<file path="src/rtl/can_irq_pkg.sv">
package can_irq_pkg;

    localparam int unsigned ERR_W  = 4;
    localparam int unsigned LINE_W = 3;

    typedef enum logic {
        ROUTE_MERGED = 1'b0,
        ROUTE_SPLIT  = 1'b1
    } route_e;

    // error flag layout: bit 0 irq, 1 passive, 2 bus-off, 3 status
    typedef struct packed {
        logic berr_sts;
        logic bus_off;
        logic err_passive;
        logic berr_irq;
    } err_flags_t;

    typedef struct packed {
        logic err;
        logic rx;
        logic tx;
    } irq_group_t;

    function automatic logic err_group(err_flags_t f);
        return f.berr_irq | f.err_passive | f.bus_off;
    endfunction

    function automatic logic [LINE_W-1:0] route_lines(route_e mode, irq_group_t g);
        logic [LINE_W-1:0] lines;
        if (mode == ROUTE_SPLIT) lines = {g.err, g.rx, g.tx};
        else                     lines = {2'b00, (g.err | g.rx | g.tx)};
        return lines;
    endfunction

endpackage

</file>
<file path="src/rtl/can_irq_sticky.sv">
module can_irq_sticky #(
    parameter int unsigned W = 16
) (
    input  logic         clk,
    input  logic         rst,
    input  logic [W-1:0] set_i,
    input  logic [W-1:0] clr_i,
    output logic [W-1:0] q_o
);

    always_ff @(posedge clk) begin
        if (rst) q_o <= '0;
        else     q_o <= (q_o & ~clr_i) | set_i;
    end


    set_wins_chk: assert property (@(posedge clk) disable iff (rst)
        (set_i != '0) |=> ((q_o & $past(set_i)) == $past(set_i)));


    sticky_hold_chk: assert property (@(posedge clk) disable iff (rst)
        ((q_o & ~clr_i) != '0) |=> ((q_o & $past(q_o & ~clr_i)) == $past(q_o & ~clr_i)));

endmodule

</file>
<file path="src/rtl/can_irq_wake.sv">
module can_irq_wake #(
    parameter int unsigned SYNC_STAGES = 2
) (
    input  logic clk,
    input  logic rst,
    input  logic pin_n_i,
    input  logic clr_i,
    output logic flag_o
);

    localparam int unsigned CHAIN = SYNC_STAGES + 1;

    logic [CHAIN-1:0] chain_q;
    logic             fell;

    always_ff @(posedge clk) begin
        if (rst) chain_q <= '1;
        else     chain_q <= {chain_q[CHAIN-2:0], pin_n_i};
    end

    assign fell = chain_q[CHAIN-1] & ~chain_q[CHAIN-2];

    always_ff @(posedge clk) begin
        if (rst) flag_o <= 1'b0;
        else     flag_o <= (flag_o & ~clr_i) | fell;
    end


    wake_edge_sets_chk: assert property (@(posedge clk) disable iff (rst)
        fell |=> flag_o);


    wake_no_spurious_chk: assert property (@(posedge clk) disable iff (rst)
        (!flag_o && !fell) |=> !flag_o);

endmodule

</file>
<file path="src/rtl/can_irq_router.sv">
module can_irq_router
    import can_irq_pkg::*;
#(
    parameter int unsigned N_SLOTS = 16
) (
    input  logic                 clk,
    input  logic                 rst,
    input  route_e               mode_i,
    input  logic [N_SLOTS-1:0]   tx_flag_i,
    input  logic [N_SLOTS-1:0]   tx_en_i,
    input  logic [N_SLOTS-1:0]   rx_flag_i,
    input  logic [N_SLOTS-1:0]   rx_en_i,
    input  err_flags_t           err_i,
    input  logic                 wake_flag_i,
    input  logic                 wake_en_i,
    output logic [LINE_W-1:0]    irq_o,
    output logic                 wake_irq_o
);

    irq_group_t grp;

    always_comb begin
        grp.tx  = |(tx_flag_i & tx_en_i);
        grp.rx  = |(rx_flag_i & rx_en_i);
        grp.err = err_group(err_i);
    end

    always_ff @(posedge clk) begin
        if (rst) begin
            irq_o      <= '0;
            wake_irq_o <= 1'b0;
        end else begin
            irq_o      <= route_lines(mode_i, grp);
            wake_irq_o <= wake_flag_i & wake_en_i;
        end
    end


    merged_upper_low_chk: assert property (@(posedge clk) disable iff (rst)
        (mode_i == ROUTE_MERGED) |=> (irq_o[2:1] == 2'b00));


    split_err_line_chk: assert property (@(posedge clk) disable iff (rst)
        ((mode_i == ROUTE_SPLIT) && (err_i.bus_off || err_i.err_passive || err_i.berr_irq))
        |=> irq_o[2]);


    split_tx_masked_chk: assert property (@(posedge clk) disable iff (rst)
        ((mode_i == ROUTE_SPLIT) && ((tx_flag_i & tx_en_i) == '0)) |=> !irq_o[0]);


    wake_gate_chk: assert property (@(posedge clk) disable iff (rst)
        !wake_en_i |=> !wake_irq_o);

endmodule

</file>
<file path="src/rtl/can_irq_aggregator.sv">
module can_irq_aggregator
    import can_irq_pkg::*;
#(
    parameter int unsigned N_SLOTS = 16
) (
    input  logic                clk,
    input  logic                rst,
    input  logic [N_SLOTS-1:0]  tx_done_i,
    input  logic [N_SLOTS-1:0]  rx_done_i,
    input  logic                bus_err_i,
    input  logic                err_passive_i,
    input  logic                bus_off_i,
    input  logic                wake_n_i,
    input  logic                route_sep_i,
    input  logic [N_SLOTS-1:0]  tx_en_i,
    input  logic [N_SLOTS-1:0]  rx_en_i,
    input  logic                wake_en_i,
    input  logic [N_SLOTS-1:0]  tx_clr_i,
    input  logic [N_SLOTS-1:0]  rx_clr_i,
    input  logic [ERR_W-1:0]    err_clr_i,
    input  logic                wake_clr_i,
    output logic [N_SLOTS-1:0]  tx_flag_o,
    output logic [N_SLOTS-1:0]  rx_flag_o,
    output logic [ERR_W-1:0]    err_flag_o,
    output logic                wake_flag_o,
    output logic [LINE_W-1:0]   irq_o,
    output logic                wake_irq_o
);

    err_flags_t err_set;
    err_flags_t err_q;

    always_comb begin
        err_set.berr_sts    = bus_err_i;
        err_set.bus_off     = bus_off_i;
        err_set.err_passive = err_passive_i;
        err_set.berr_irq    = bus_err_i;
    end

    can_irq_sticky #(.W(N_SLOTS)) u_tx (
        .clk(clk), .rst(rst), .set_i(tx_done_i), .clr_i(tx_clr_i), .q_o(tx_flag_o)
    );

    can_irq_sticky #(.W(N_SLOTS)) u_rx (
        .clk(clk), .rst(rst), .set_i(rx_done_i), .clr_i(rx_clr_i), .q_o(rx_flag_o)
    );

    can_irq_sticky #(.W(ERR_W)) u_err (
        .clk(clk), .rst(rst), .set_i(err_set), .clr_i(err_clr_i), .q_o(err_q)
    );

    assign err_flag_o = err_q;

    can_irq_wake #(.SYNC_STAGES(2)) u_wake (
        .clk(clk), .rst(rst), .pin_n_i(wake_n_i), .clr_i(wake_clr_i), .flag_o(wake_flag_o)
    );

    can_irq_router #(.N_SLOTS(N_SLOTS)) u_route (
        .clk        (clk),
        .rst        (rst),
        .mode_i     (route_e'(route_sep_i)),
        .tx_flag_i  (tx_flag_o),
        .tx_en_i    (tx_en_i),
        .rx_flag_i  (rx_flag_o),
        .rx_en_i    (rx_en_i),
        .err_i      (err_q),
        .wake_flag_i(wake_flag_o),
        .wake_en_i  (wake_en_i),
        .irq_o      (irq_o),
        .wake_irq_o (wake_irq_o)
    );


    berr_both_flags_chk: assert property (@(posedge clk) disable iff (rst)
        bus_err_i |=> (err_flag_o[0] && err_flag_o[3]));


    bus_off_flag_chk: assert property (@(posedge clk) disable iff (rst)
        bus_off_i |=> err_flag_o[2]);

endmodule

</file>
<file path="config.mk">
export PLATFORM = sky130hd
export DESIGN_NAME = can_irq_aggregator
export DESIGN_NICKNAME = d
export VERILOG_FILES = /design/src/rtl/can_irq_pkg.sv /design/src/rtl/can_irq_sticky.sv /design/src/rtl/can_irq_wake.sv /design/src/rtl/can_irq_router.sv /design/src/rtl/can_irq_aggregator.sv
export SDC_FILE = /design/constraint.sdc
export NUM_CORES = 1
export LEC_CHECK = 0
export BUFFER_PORTS_ARGS = -buffer_cell sky130_fd_sc_hd__buf_2
export CORE_UTILIZATION = 40
export CTS_BUF_LIST = sky130_fd_sc_hd__clkbuf_4 sky130_fd_sc_hd__clkbuf_8
export CTS_CLUSTER_DIAMETER = 100
export DETAILED_ROUTE_END_ITERATION = 7
export PLACE_DENSITY_LB_ADDON = 0.25
export SYNTH_ARGS = -nofsm -noshare
export SYNTH_HDL_FRONTEND = slang
export SYNTH_SLANG_ARGS = --single-unit
</file>
<file path="constraint.sdc">
create_clock -name clk -period 1.8 [get_ports clk]
set_input_delay 0 -clock clk [delete_from_list [all_inputs] [get_ports clk]]
set_output_delay 0 -clock clk [all_outputs]
set_load 0.02 [all_outputs]
</file>
# Yosys cells after proc, flatten, opt, wreduce, memory -nomap -nowiden
# Index checks and enable logic that the tools add are counted.
totals:
  output_inout_bits: 41
  ramBits: 0
  reg_bits: 44
  word_cells: 34
  rom_bits: 0
  mem_count: 0
  latchBits: 0
  input_bits: 109
op_classes:
  n_reduce_logical: 3
  n_bitwise: 22
  mux: 1
  shift: 0
  addsub: 0
  n_eq_ne: 0
  multipliers: 0
  n_lt_le_gt_ge: 0
  div_mod_pow: 0
op_table:
  columns: ["cell", "n"]
  rows:
  - ["AND 16 bit", 4]
  - ["NOT 16 bit", 2]
  - ["bitwise OR 16 bit", 2]
  - ["OR reduction 16 bit", 2]
  - ["bitwise OR 1 bit", 5]
  - ["AND 4 bit", 1]
  - ["NOT 4 bit", 1]
  - ["bitwise OR 4 bit", 1]
  - ["AND 1 bit", 3]
  - ["NOT 1 bit", 3]
  - ["OR reduction 2 bit", 1]
  - ["2-to-1 mux 1 bit", 1]

# Logic depth before layout (Yosys ltp)
depth:
  ltp_word: 5
  mapped_depth: 5
  mapped_depth_nobuf: 5

# Cells and area by module
# From an unflattened synthesis, not the netlist that was laid out.
hier_totals:
  hier_cells: 190
  hier_area_um2: 1828.0
by_module_without_submodules:
  columns: ["module", "cells_each", "seq_area_each_um2", "area_each_um2", "n_inst"]
  rows:
  - ["can_irq_sticky (u_rx ...)", 66, 320.3, 629.4, 2]
  - ["can_irq_router", 32, 80.1, 301.5, 1]
  - ["can_irq_sticky (u_err)", 16, 80.1, 140.1, 1]
  - ["can_irq_wake", 10, 80.1, 127.6, 1]

# Worst setup path before layout
# Ideal clock, no wire load.
synth_path:
  kind: "reg2reg"
  start: "reg u_rx.q_o[5]"
  end: "reg u_route.irq_o[0]"
  path_buffers: 0
  setup_time_ps: 132
  path_stages_with_launch: 6
  path_slack_ps: 556
  period_less_slack_ps: 1244
  required_ps: 1668
  arrival_time_ps: 1113
  cell_sequence: "dfxtp_1 > a22o_1 > a221oi_2 > and4_1 > a21o_1 > a21oi_1"
synth_via:
  elab_chain_len: 5
synth_lines:
  columns: ["element", "line", "source"]
  rows:
  - ["from (decl)", "can_irq_sticky.sv:8", "output logic [W-1:0] q_o"]
  - ["from (signal assigned)", "can_irq_sticky.sv:13", "else q_o <= (q_o & ~clr_i) | set_i;"]
  - ["AND 16 bit", "can_irq_router.sv:24", "grp.rx = |(rx_flag_i & rx_en_i);"]
  - ["OR reduction 16 bit", "can_irq_router.sv:24", null]
  - ["bitwise OR 1 bit (2 in a row)", "can_irq_pkg.sv:32", "else lines = {2'b00, (g.err | g.rx | g.tx)};"]
  - ["2-to-1 mux 1 bit", "can_irq_pkg.sv:31", "if (mode == ROUTE_SPLIT) lines = {g.err, g.rx, g.tx};"]
  - ["to (signal assigned)", "can_irq_router.sv:33", "irq_o <= route_lines(mode_i, grp);"]
  - ["to (decl)", "can_irq_router.sv:16", "output logic [LINE_W-1:0] irq_o,"]
# Every way passes these cells.
# A chain may end at the register's enable or synchronous reset.

# Final worst setup path
layout_path:
  start: "reg u_rx.q_o[2]"
  end: "reg u_route.irq_o[0]"
# The elaborated chain is that of the path after synthesis.

==> impl_metrics.py <==
metrics = {
    "global_routing": {
        "grt_max_degree": 44,
        "overflow": 0,
        "grt_util_met2": 0.505,
        "grtUsageTotal": 0.253,
        "grt_pass1_wl_um": 8230,
        "use_met1": 0.235,
        "grt_busiest_layer": "met2",
        "antenna_found_initial": 0,
        "grt_pass1_vias": 2041,
        "grt_use_met3": 0.0642,
    },
    "setup_path": {
        "r2r-end": "u_route.irq_o[0]$_SDFF_PP0_",
        "cp_data_required_time_ns": 1.94,
        "startpoint_type": "flip-flop",
        "path_cells": "a22o_1 -> a221oi_2 -> and4_1 -> a21o_1 -> a21oi_1",
        "ff2ff_setup_slack_ns": 0.47,
        "setup.worst_path.class": "flip-flop to flip-flop",
        "cp_data_arrival_time_ns": 1.47,
        "crit_family": "compound AO/OA/AOI/OAI gates",
        "r2r_start": "u_rx.q_o[2]$_SDFF_PP0_",
        "max_stage_delay_ns": 0.33,
        "ff2ff_path_depth": 5,
        "crit_slowest_cell": "dfxtp_1",
        "endpoint_kind": "flip-flop",
        "critPathBufInv": 0,
        "path_max_fanout": 3,
    },
    "timing": {
        "finalCritPeriodShare": 0.738,
        "final.setup_skew_ns": 0.000444,
        "tightest_slew_ns": 0.734,
        "rsz0062_at_grt": "false",
        "min_period_ns": 1.33,
        "setup_slack_ns": 0.471,
        "slew_viol_final": 0,
        "slew_headroom": 0.510,
        "setup-violations-final": 0,
        "tns_ns": 0,
        "hold_viol": 0,
        "fmax_mhz": 752,
    },
    "route": {
        "num_vias": 2072,
        "via_per_inst": 4.67,
        "drc": 0,
        "avgRoutedWirePerCell_um": 12.0,
        "drtAntennaViolNets": 0,
        "drt-pass1-iter-count": 4,
        "first_iter_violations": 57,
        "wirelength_um": 5310,
    },
    "floorplanning": {
        "core-area_um2": 3770,
        "ios": 150,
        "die_x_um": 65.4,
        "start_util": 0.426,
        "row_count": 22,
        "die_h_um": 65.4,
        "die_area_um2": 4280,
    },
    "yosys": {
        "syn-num-nets": 300,
        "postSynthCellCount": 191,
        "syn_avg_cell_area_um2": 8.42,
        "ys_warn_count": 0,
        "synth_seq_cells": 44,
        "ys_seq_area_frac": 0.548,
        "ys_types": 16,
        "syn_area_um2": 1610,
    },
    "clocking": {
        "cts_resized": 0,
        "cts-root-buf": "clkbuf_8",
        "cts_setup_buffers": 0,
        "clock_sinks": 44,
        "cts_htree_levels": 2,
        "hold_buffers": 53,
        "cts_buffers": 5,
        "clk_path_buf_depth": 2,
        "clkTransAtPathRegs_ns": 0.08,
        "clock_latency_ns": 0.28,
        "cts_tree": "built",
    },
    "placement": {
        "place.detailed.hpwl_um": 3370,
        "dpl_cell_area_um2": 2390,
        "portBuffers": 149,
        "dp_slack_ns": 0.463,
        "place.gp.congestion": 0.738,
    },
    "power_and_ir_drop": {
        "power.leakage_nw": 1.68,
        "power_density_nw_per_um2": 756,
        "ir_drop_mv": 0.676,
    },
    "hold_path": {
        "hold_depth": 4,
        "hold_path_startpoint": "tx_clr_i[10]",
        "whs_endpoint": "u_tx.q_o[10]$_SDFF_PP0_",
        "hp-class": "primary input to flip-flop",
    },
    "outcome": {
        "status": "completed",
    },
    "final_layout": {
        "num_antenna_cells": 0,
        "finalNetCount": 504,
        "finalInstanceArea_um2": 3040,
        "final.fill_count": 271,
        "syn_to_final_growth_pct": 88.9,
        "drive_gt1_frac": 0.414,
    },
    "flow_run": {
        "max-cap-violations": 0,
    },
}
## final cells by class
cell class	count	area, um2	share of cell area
Tap cell	48	60.1	0.0198
Multi-Input combinational cell	106	573	0.189
Inverter	36	135	0.0445
Clock buffer	6	76.3	0.0251
Sequential cell	44	881	0.290
Timing Repair Buffer	202	1280	0.420
Clock inverter	2	35.0	0.0115
## sequential cells by signal, indices dropped and copies added, names as in the netlist
register,flops
u_err.q_o,4
u_route.irq_o,3
u_route.wake_irq_o,1
u_rx.q_o,16
u_tx.q_o,16
u_wake.chain_q,3
u_wake.flag_o,1
## per-stage QoR
stage / std cells / utilization / power [mW] / hold slack [ns]
floorplan: 191 / - / 1.28 / 0.104
global route: 444 / 0.805 / 2.41 / 0.0185
CTS: 444 / 0.805 / 2.31 / 0.000237
detailed placement: 383 / 0.635 / 1.48 / 0.187
finish: 444 / 0.805 / 2.30 / 0.00913
global placement: 383 / 0.635 / 1.47 / 0.184
## layer usage
layer / part of all wire / vias up / routed length [um]
met3: 0.053 / 15 / 281
met1: 0.35 / 949 / 1860
met4: 0.022 / 0 / 119
met5: 0 / - / 0
met2: 0.57 / 82 / 3050
li1: - / 1026 / -
## power by group
part	internal (mW)	leakage (nW)	switching (mW)
clock network	0.427	0.0586	0.310
registers	1.03	0.367	0.0429
logic	0.263	1.25	0.220
total	1.72	1.68	0.573
## placed cells by master (no fill, tap or decap), drive strengths merged, types with 3 or more instances in the layout
cell         count
a22oi            4
buf            149
a22o             6
clkbuf           6
dfxtp           44
or2              3
a221oi           6
nor2            40
inv             36
a21oi           38
dlygate4sd3     53
nand2b           3
## worst max-delay path by stage
| stage | from | cells past startpoint | end | slack (ns) |
|---|---|---|---|---|
| 3_3_place_gp | u_rx.q_o[2]$_SDFF_PP0_ | 5 | u_route.irq_o[0]$_SDFF_PP0_ | 0.53 |
| 2_1_floorplan | u_rx.q_o[5]$_SDFF_PP0_ | 5 | u_route.irq_o[0]$_SDFF_PP0_ | 0.56 |
| 6_report | u_rx.q_o[2]$_SDFF_PP0_ | 5 | u_route.irq_o[0]$_SDFF_PP0_ | 0.47 |
| 4_1_cts | u_rx.q_o[2]$_SDFF_PP0_ | 5 | u_route.irq_o[0]$_SDFF_PP0_ | 0.45 |
| 3_5_place_dp | u_rx.q_o[2]$_SDFF_PP0_ | 5 | u_route.irq_o[0]$_SDFF_PP0_ | 0.46 |
| 5_1_grt | u_rx.q_o[2]$_SDFF_PP0_ | 5 | u_route.irq_o[0]$_SDFF_PP0_ | 0.39 |
## worst register-to-register path: cells and delay by family, from the launching register on
| family | cells | cell delay, ns |
|---|---|---|
| flops | 1 | 0.33 |
| compound gates | 4 | 0.61 |
| simple gates | 1 | 0.25 |
## synthesized netlist by cell type
master	count	share of area
nor3_1	1	0.0031
nand2_1	1	0.0023
and4_1	1	0.0054
a22oi_1	4	0.019
a21o_1	1	0.0047
clkbuf_1	5	0.012
nand3_1	2	0.0062
inv_1	36	0.084
a221oi_1	2	0.011
nand2b_1	3	0.012
dfxtp_1	44	0.55
a21oi_1	38	0.12
or2_2	3	0.012
a22o_1	6	0.033
nor2_1	40	0.093
a221oi_2	4	0.037
## logic make-up (layout without fill, tap and decap cells)
group,count (synthesis),after routing,synth area share
compound gates,55,55,0.223
simple gates,51,51,0.134
flops,44,44,0.548
buf+inv,41,246,0.0957
(Power assumes the default switching activity.)
